File: src/rtl/dram_bank_pkg.sv
package dram_bank_pkg;

  typedef enum logic [2:0] {
    ST_IDLE, ST_ACT, ST_COL, ST_PRE, ST_REF, ST_SREF, ST_SRX
  } bank_st_e;

  // Number of cycles the machine dwells in a state before it may leave.
  function automatic int unsigned dwell(bank_st_e s, int unsigned rcd, int unsigned cas,
                                        int unsigned rp, int unsigned rfc, int unsigned xsr);
    case (s)
      ST_ACT:  return rcd;
      ST_COL:  return cas;
      ST_PRE:  return rp;
      ST_REF:  return rfc;
      ST_SRX:  return xsr;
      default: return 1;
    endcase
  endfunction

  function automatic int unsigned max5(int unsigned a, int unsigned b, int unsigned c,
                                       int unsigned d, int unsigned e);
    int unsigned m;
    m = a;
    if (b > m) m = b;
    if (c > m) m = c;
    if (d > m) m = d;
    if (e > m) m = e;
    return m;
  endfunction

endpackage

File: src/rtl/bank_timer.sv
module bank_timer #(
  parameter int CW = 4
) (
  input  logic          clk,
  input  logic          rst_n,
  input  logic          load,
  input  logic [CW-1:0] load_val,
  output logic          done
);
  logic [CW-1:0] cnt;

  always_ff @(posedge clk) begin
    if (!rst_n)          cnt <= '0;
    else if (load)       cnt <= load_val;
    else if (cnt != '0)  cnt <= cnt - 1'b1;
  end

  assign done = (cnt == '0);
endmodule

File: src/rtl/bank_store.sv
module bank_store #(
  parameter int AW = 7,
  parameter int DW = 16
) (
  input  logic          clk,
  input  logic          rst_n,
  input  logic          we,
  input  logic [AW-1:0] addr,
  input  logic [DW-1:0] wdata,
  output logic [DW-1:0] rdata
);
  localparam int DEPTH = 1 << AW;
  logic [DW-1:0] mem [DEPTH];

  always_ff @(posedge clk) begin
    if (!rst_n) begin
      for (int i = 0; i < DEPTH; i++) mem[i] <= '0;
    end else if (we) begin
      mem[addr] <= wdata;
    end
  end

  assign rdata = mem[addr];
endmodule

File: src/rtl/dram_bank_sched.sv
module dram_bank_sched
  import dram_bank_pkg::*;
#(
  parameter int ROW_W  = 4,
  parameter int COL_W  = 3,
  parameter int DATA_W = 16,
  parameter int T_RCD  = 3,
  parameter int T_CAS  = 2,
  parameter int T_RP   = 3,
  parameter int T_RFC  = 6,
  parameter int T_XSR  = 4
) (
  input  logic              clk,
  input  logic              rst_n,
  input  logic              req_valid,
  output logic              req_ready,
  input  logic              req_write,
  input  logic [ROW_W-1:0]  req_row,
  input  logic [COL_W-1:0]  req_col,
  input  logic [DATA_W-1:0] req_wdata,
  output logic              rsp_valid,
  output logic              rsp_write,
  output logic [DATA_W-1:0] rsp_rdata,
  input  logic              ref_req,
  input  logic              sr_enter,
  input  logic              sr_exit,
  output logic              lp_active,
  output logic              cmd_act,
  output logic              cmd_col,
  output logic              cmd_pre
);
  localparam int MAXD = int'(max5(T_RCD, T_CAS, T_RP, T_RFC, T_XSR));
  localparam int CW   = $clog2(MAXD + 1);
  localparam int AW   = ROW_W + COL_W;
  localparam int GW   = CW + 2;

  initial assert (T_RCD >= 1 && T_CAS >= 1 && T_RP >= 1 && T_RFC >= 1 && T_XSR >= 1);

  bank_st_e state, state_nxt;
  logic     entry;
  logic     ref_pend;
  logic     tmr_done;
  logic     accept;
  logic     lat_wr;
  logic [ROW_W-1:0]  lat_row;
  logic [COL_W-1:0]  lat_col;
  logic [DATA_W-1:0] lat_wdata;
  logic [DATA_W-1:0] store_rd;
  logic [CW-1:0]     tmr_val;

  assign req_ready = (state == ST_IDLE) && !ref_pend && !sr_enter;
  assign accept    = req_valid && req_ready;

  always_comb begin
    state_nxt = state;
    case (state)
      ST_IDLE: begin
        if (ref_pend)       state_nxt = ST_REF;
        else if (sr_enter)  state_nxt = ST_SREF;
        else if (req_valid) state_nxt = ST_ACT;
      end
      ST_ACT:  if (tmr_done) state_nxt = ST_COL;
      ST_COL:  if (tmr_done) state_nxt = ST_PRE;
      ST_PRE:  if (tmr_done) state_nxt = ST_IDLE;
      ST_REF:  if (tmr_done) state_nxt = ST_IDLE;
      ST_SREF: if (sr_exit)  state_nxt = ST_SRX;
      ST_SRX:  if (tmr_done) state_nxt = ST_IDLE;
      default: state_nxt = ST_IDLE;
    endcase
  end

  assign tmr_val = CW'(dwell(state_nxt, T_RCD, T_CAS, T_RP, T_RFC, T_XSR) - 1);

  always_ff @(posedge clk) begin
    if (!rst_n) begin
      state    <= ST_IDLE;
      entry    <= 1'b0;
      ref_pend <= 1'b0;
    end else begin
      state <= state_nxt;
      entry <= (state_nxt != state);
      if (state_nxt == ST_REF)
        ref_pend <= 1'b0;
      else if (ref_req && state != ST_SREF && state != ST_SRX)
        ref_pend <= 1'b1;
    end
  end

  always_ff @(posedge clk) begin
    if (!rst_n) begin
      lat_wr <= 1'b0; lat_row <= '0; lat_col <= '0; lat_wdata <= '0;
    end else if (accept) begin
      lat_wr <= req_write; lat_row <= req_row; lat_col <= req_col; lat_wdata <= req_wdata;
    end
  end

  bank_timer #(.CW(CW)) u_timer (
    .clk(clk), .rst_n(rst_n), .load(state_nxt != state), .load_val(tmr_val), .done(tmr_done)
  );

  bank_store #(.AW(AW), .DW(DATA_W)) u_store (
    .clk(clk), .rst_n(rst_n), .we(cmd_col && lat_wr), .addr({lat_row, lat_col}),
    .wdata(lat_wdata), .rdata(store_rd)
  );

  assign cmd_act   = (state == ST_ACT) && entry;
  assign cmd_col   = (state == ST_COL) && entry;
  assign cmd_pre   = (state == ST_PRE) && entry;
  assign rsp_valid = (state == ST_COL) && tmr_done;
  assign rsp_write = rsp_valid && lat_wr;
  assign rsp_rdata = (rsp_valid && !lat_wr) ? store_rd : '0;
  assign lp_active = (state == ST_SREF);

  // ---------------- assertions: command-level observers ----------------
  logic          row_open;
  logic [GW-1:0] gap_act, gap_pre, gap_col;

  always_ff @(posedge clk) begin
    if (!rst_n) begin
      row_open <= 1'b0;
      gap_act <= '1; gap_pre <= '1; gap_col <= '1;
    end else begin
      if (cmd_act) row_open <= 1'b1;
      else if (cmd_pre) row_open <= 1'b0;
      gap_act <= cmd_act ? GW'(1) : (gap_act == '1 ? gap_act : gap_act + 1'b1);
      gap_pre <= cmd_pre ? GW'(1) : (gap_pre == '1 ? gap_pre : gap_pre + 1'b1);
      gap_col <= cmd_col ? GW'(1) : (gap_col == '1 ? gap_col : gap_col + 1'b1);
    end
  end


  act_closed_chk: assert property (@(posedge clk) disable iff (!rst_n)
    cmd_act |-> !row_open);

  col_pre_open_chk: assert property (@(posedge clk) disable iff (!rst_n)
    (cmd_col || cmd_pre) |-> row_open);

  rcd_gap_chk: assert property (@(posedge clk) disable iff (!rst_n)
    cmd_col |-> gap_act == GW'(T_RCD));

  rp_gap_chk: assert property (@(posedge clk) disable iff (!rst_n)
    cmd_act |-> gap_pre > GW'(T_RP));

  cas_gap_chk: assert property (@(posedge clk) disable iff (!rst_n)
    rsp_valid |-> ((T_CAS == 1) ? cmd_col : (gap_col == GW'(T_CAS - 1))));

  ready_idle_chk: assert property (@(posedge clk) disable iff (!rst_n)
    req_ready |-> (!row_open && !lp_active));

  lp_entry_chk: assert property (@(posedge clk) disable iff (!rst_n)
    $rose(lp_active) |-> $past(sr_enter));
endmodule

File: config.mk
export PLATFORM = sky130hd
export DESIGN_NAME = dram_bank_sched
export DESIGN_NICKNAME = d
export VERILOG_FILES = /design/src/rtl/dram_bank_pkg.sv /design/src/rtl/bank_timer.sv /design/src/rtl/bank_store.sv /design/src/rtl/dram_bank_sched.sv
export SDC_FILE = /design/constraint.sdc
export NUM_CORES = 2
export LEC_CHECK = 0
export ABC_AREA = 0
export CELL_PAD_IN_SITES_DETAIL_PLACEMENT = 0
export CELL_PAD_IN_SITES_GLOBAL_PLACEMENT = 1
export CORE_AREA = 2 2 442 488
export CTS_BUF_LIST = sky130_fd_sc_hd__clkbuf_4 sky130_fd_sc_hd__clkbuf_8 sky130_fd_sc_hd__clkbuf_16
export DETAILED_ROUTE_END_ITERATION = 16
export DIE_AREA = 0 0 444 490
export PLACE_DENSITY = 0.69
export SKIP_CTS_REPAIR_TIMING = 1
export SLEW_MARGIN = 10
export SYNTH_ARGS = -nofsm -noshare
export SYNTH_HDL_FRONTEND = slang
export SYNTH_SLANG_ARGS = --single-unit
File: constraint.sdc
create_clock -name clk -period 4.4 [get_ports clk]
set_input_delay 0.44 -clock clk [delete_from_list [all_inputs] [get_ports clk]]
set_output_delay 0.44 -clock clk [all_outputs]
set_load 0.01 [all_outputs]
==> key figures <==
Power
  • Leakage Power: 38.7 nW
  • Maximum VDD drop: 0.000373 V
  • Design Power: approximately 47 mW
  • Pwr dens: 431 nW/um^2

Finish
  • Fillers: 17,400
  • Share of cells above drive strength 1: 24.7%
  • P&R area growth vs syn: 15.0%
  • Layout Nets: 6,578

Run status
  • Violated checks: setup timing
  • Outcome: finished, violations left

Worst setup path
  • FF-to-FF End: u_store.mem[116][4]
  • CP Launch Type: register
  • Top delay family on crit path: buffers and inverters
  • Slowest cell on the critical path: mux4_2
  • Worst Setup End Kind: output pin
  • Crit path kind: reg -> out
  • Reg2Reg Depth: 6
  • WP data arrival: 4.18 ns
  • Critical Path RT: 3.96 ns
  • Crit-path most repeated cell: buf_12
  • Slowest Stage Delay on Critical Path: around 0.55 ns
  • R2R Setup Slk: 1.00 ns
  • R2R Path Start: state[2]
  • Crit-path cells: buf_12 -> buf_12 -> mux4_2 -> mux2i_1 -> a211oi_4 -> nor4_4 -> buf_4 -> nand3_1 -> clkdlybuf4s50_1
  • Crit-path max FO: 13
  • CP bufs+invs: 4

Placement
  • Number of I/O port buffers: 52
  • Post-DP HPWL: 174,000 um
  • Pre-CTS WS: -0.272 ns
  • Final Wtd Congestion: 0.948

Drt
  • Post-DRT Antenna Nets: 0
  • WL final: 283,000 um
  • 1st-pass router iterations: 5
  • Post-route DRC violation count: 0
  • Vias/cell: roughly 5.8
  • Iteration-0 DRC count of the detailed router: 6,339
  • Routed WL per cell: 29.8 um
  • Vias: 55,300

Hold path
  • Hold Crit Class: in -> reg
  • Hold path start: req_wdata[13]
  • Hold path endpoint: lat_wdata[13]
  • Hold path depth: 3

Floorplanning
  • # rows: 178
  • Core area: 213,000 sq um
  • Die width: 444 um
  • DIE HEIGHT: 490 um
  • Initial core utilization: 44.8%
  • Top Ports: between 50 and 60
  • Die area: between 200,000 and 250,000 sq um

Global routing
  • GR Util All Layers: 25.3%
  • GRT overflow: 0
  • Vias in the first global route: 55,000
  • Largest net degree at the start of global routing: 130
  • First-pass GRT wire length: 397,000 um
  • Initial antenna violation count: 14

Synth
  • Post-synth EDFFs: 2,048
  • Post-Syn Area per Cell: 15.0 sq um
  • Post-Syn Area: 95,300 sq um
  • Synth cell types: 62
  • Synth warn: 0
  • Top cells by area, synth: edfxtp_1 65%, and2_1 13%, mux4_2 11%
  • Main flop type after synthesis: edfxtp_1
  • Synthesized flop and latch total: between 2,000 and 2,500
  • Net Count, Synth: 6,372
  • Share of the synthesized area in the top cell type: 64.5%
  • Post-synth ARST share: 0%
  • Largest area contributor in the netlist: edfxtp_1
  • Post-synthesis cell count: approximately 6,300
  • Sequential fraction of the synthesis area: 65.3%

Timing
  • Period utilisation layout: 105%
  • Slew @ Worst Pin: 1.23 ns
  • Final-report hold violation count: 0
  • Final number of setup-violating endpoints: 4
  • Max Fclk: ~0.22 GHz
  • Worst Skew: 0.0570 ns
  • RSZ-0062 raised after global routing: true
  • Worst Slack Setup Final: -0.215 ns
  • Min Tclk post-route: 4.62 ns
  • Max-slew headroom: between 15 and 20%
  • Slew Limit Fails: 0

CTS
  • Clock Path Buffers: 3
  • Clock Tree Root: clkbuf_16
  • Worst-Skew Late Latency: 0.88 ns
  • Clk sink count: 2,087
  • CTS buffer count: 210
  • Worst-path clk slew: 0.06 ns
  • CTS tree: yes
  • H-tree lvl count: 4

Run
  • # Max-Cap Violations: 0
routing by layer:
metal  GRT usage [%]  vias up  wire length [um]
met3            3.53      367             20400
met5               0        -                 0
met2            41.3     2265            138000
li1                -    23800                 -
met1            35.1    28800            116000
met4            7.93        0              8630
power by group:
group / total, mW / leakage [nW] / internal (mW) / switching, mW
clock: 17.7 / 3.36 / 9.95 / 7.78
combinational: 6.42 / 13.8 / 2.53 / 3.89
sequential: 23.1 / 21.5 / 22.5 / 0.665
synth_stat cells (6+ instances only):
library cell and count:
nor2b_1 27, o21ai_0 145, nor3_1 9, mux4_2 481
buf_1 11, mux2i_1 35, edfxtp_1 2048, nand3_1 23
o22ai_1 49, dfxtp_1 39, nand2_1 113, clkbuf_1 466
a211oi_1 53, nor2_1 95, a21boi_0 27, a22oi_1 192
nor4_1 14, nand2b_1 8, buf_2 108, buf_4 27
and2_1 2056, a2111oi_0 6, nor2_2 64, a21oi_1 143
mux2_2 28, nor4b_2 6
logic make-up (layout without fill, tap and decap cells):
group	count (synthesis)	in the layout	share of synthesized area, %
simple gates	2447	2449	15.6
flops	2087	2087	65.3
compound gates	638	638	4.23
buf+inv	622	998	2.74
mux	544	544	12.1
fa+ha+maj	2	2	0.0236
xor+xnor	1	1	0.00919
other cells	0	2	0
final cells by class:
cell class / count / area [sq um] / share of cell area (%)
multi-input cells: 3634 / 31300 / 28.6
clock buffers: 263 / 5680 / 5.18
diodes: 2 / 5.00 / 0.00456
repair buffers: 609 / 5700 / 5.20
flip-flops and latches: 2087 / 62400 / 56.9
well taps: 2790 / 3490 / 3.18
clock inverters: 121 / 1050 / 0.955
inverters: 5 / 18.8 / 0.0171
tightest hold or removal path: cells and delay by family:
kind            cells  cell delay (ns)
simple gates        1             0.05
buf+inv             1             0.40
compound gates      1             0.06
worst max-delay path by stage:
| stage | slack [ns] | cells past startpoint | endpoint | from |
|---|---|---|---|---|
| detailed placement | -0.27 | 11 | rsp_rdata[9] | register |
| global placement | -0.52 | 10 | rsp_rdata[12] | register |
| global route | -0.30 | 12 | rsp_rdata[9] | register |
| finish | -0.22 | 9 | rsp_rdata[9] | register |
| CTS | -1.21 | 11 | rsp_rdata[9] | register |
| floorplan | 1.22 | 8 | u_store.mem[103][0] | rst_n |
cells in the final DEF, fill, tap and decap left out, drive strengths merged, types with 3 or more instances in the layout:
cell / instances
and2: 2056
edfxtp: 2048
buf: 544
mux4: 481
clkbuf: 281
a22oi: 192
nor2: 160
o21ai: 146
a21oi: 143
nand2: 116
clkinv: 99
a211oi: 53
o22ai: 49
dfxtp: 39
clkdlybuf4s50: 37
mux2i: 35
a21boi: 32
mux2: 28
nor2b: 28
nand3: 24
nor4: 17
bufinv: 14
dlymetal6s2s: 10
nor3: 10
inv: 10
nand2b: 9
a2111oi: 9
nor4b: 8
and3: 4
nand4: 4
a22o: 3
clkinvlp: 3
flip-flops by register name, indices dropped and copies added (netlist names), named ones only:
name,count
ref_pend,1
entry,1
lat_wr,1
u_store.mem,2048
state,3
lat_row,4
lat_col,3
lat_wdata,16
u_timer.cnt,3
metrics by stage:
stage / utilization [%] / TNS (ns) / area [sq um] / hold slack [ns] / instances
2_1_floorplan: - / 0 / 95300 / 0.505 / 6341
3_3_place_gp: 47.3 / -0.927 / 101000 / 0.538 / 9009
3_5_place_dp: 47.3 / -0.272 / 101000 / 0.552 / 9010
4_1_cts: 50.5 / -11.32 / 107000 / 0.0693 / 9394
5_1_grt: 51.6 / -0.587 / 110000 / 0.150 / 9510
6_report: 51.6 / -0.393 / 110000 / 0.127 / 9511
(Power assumes the default switching activity.)
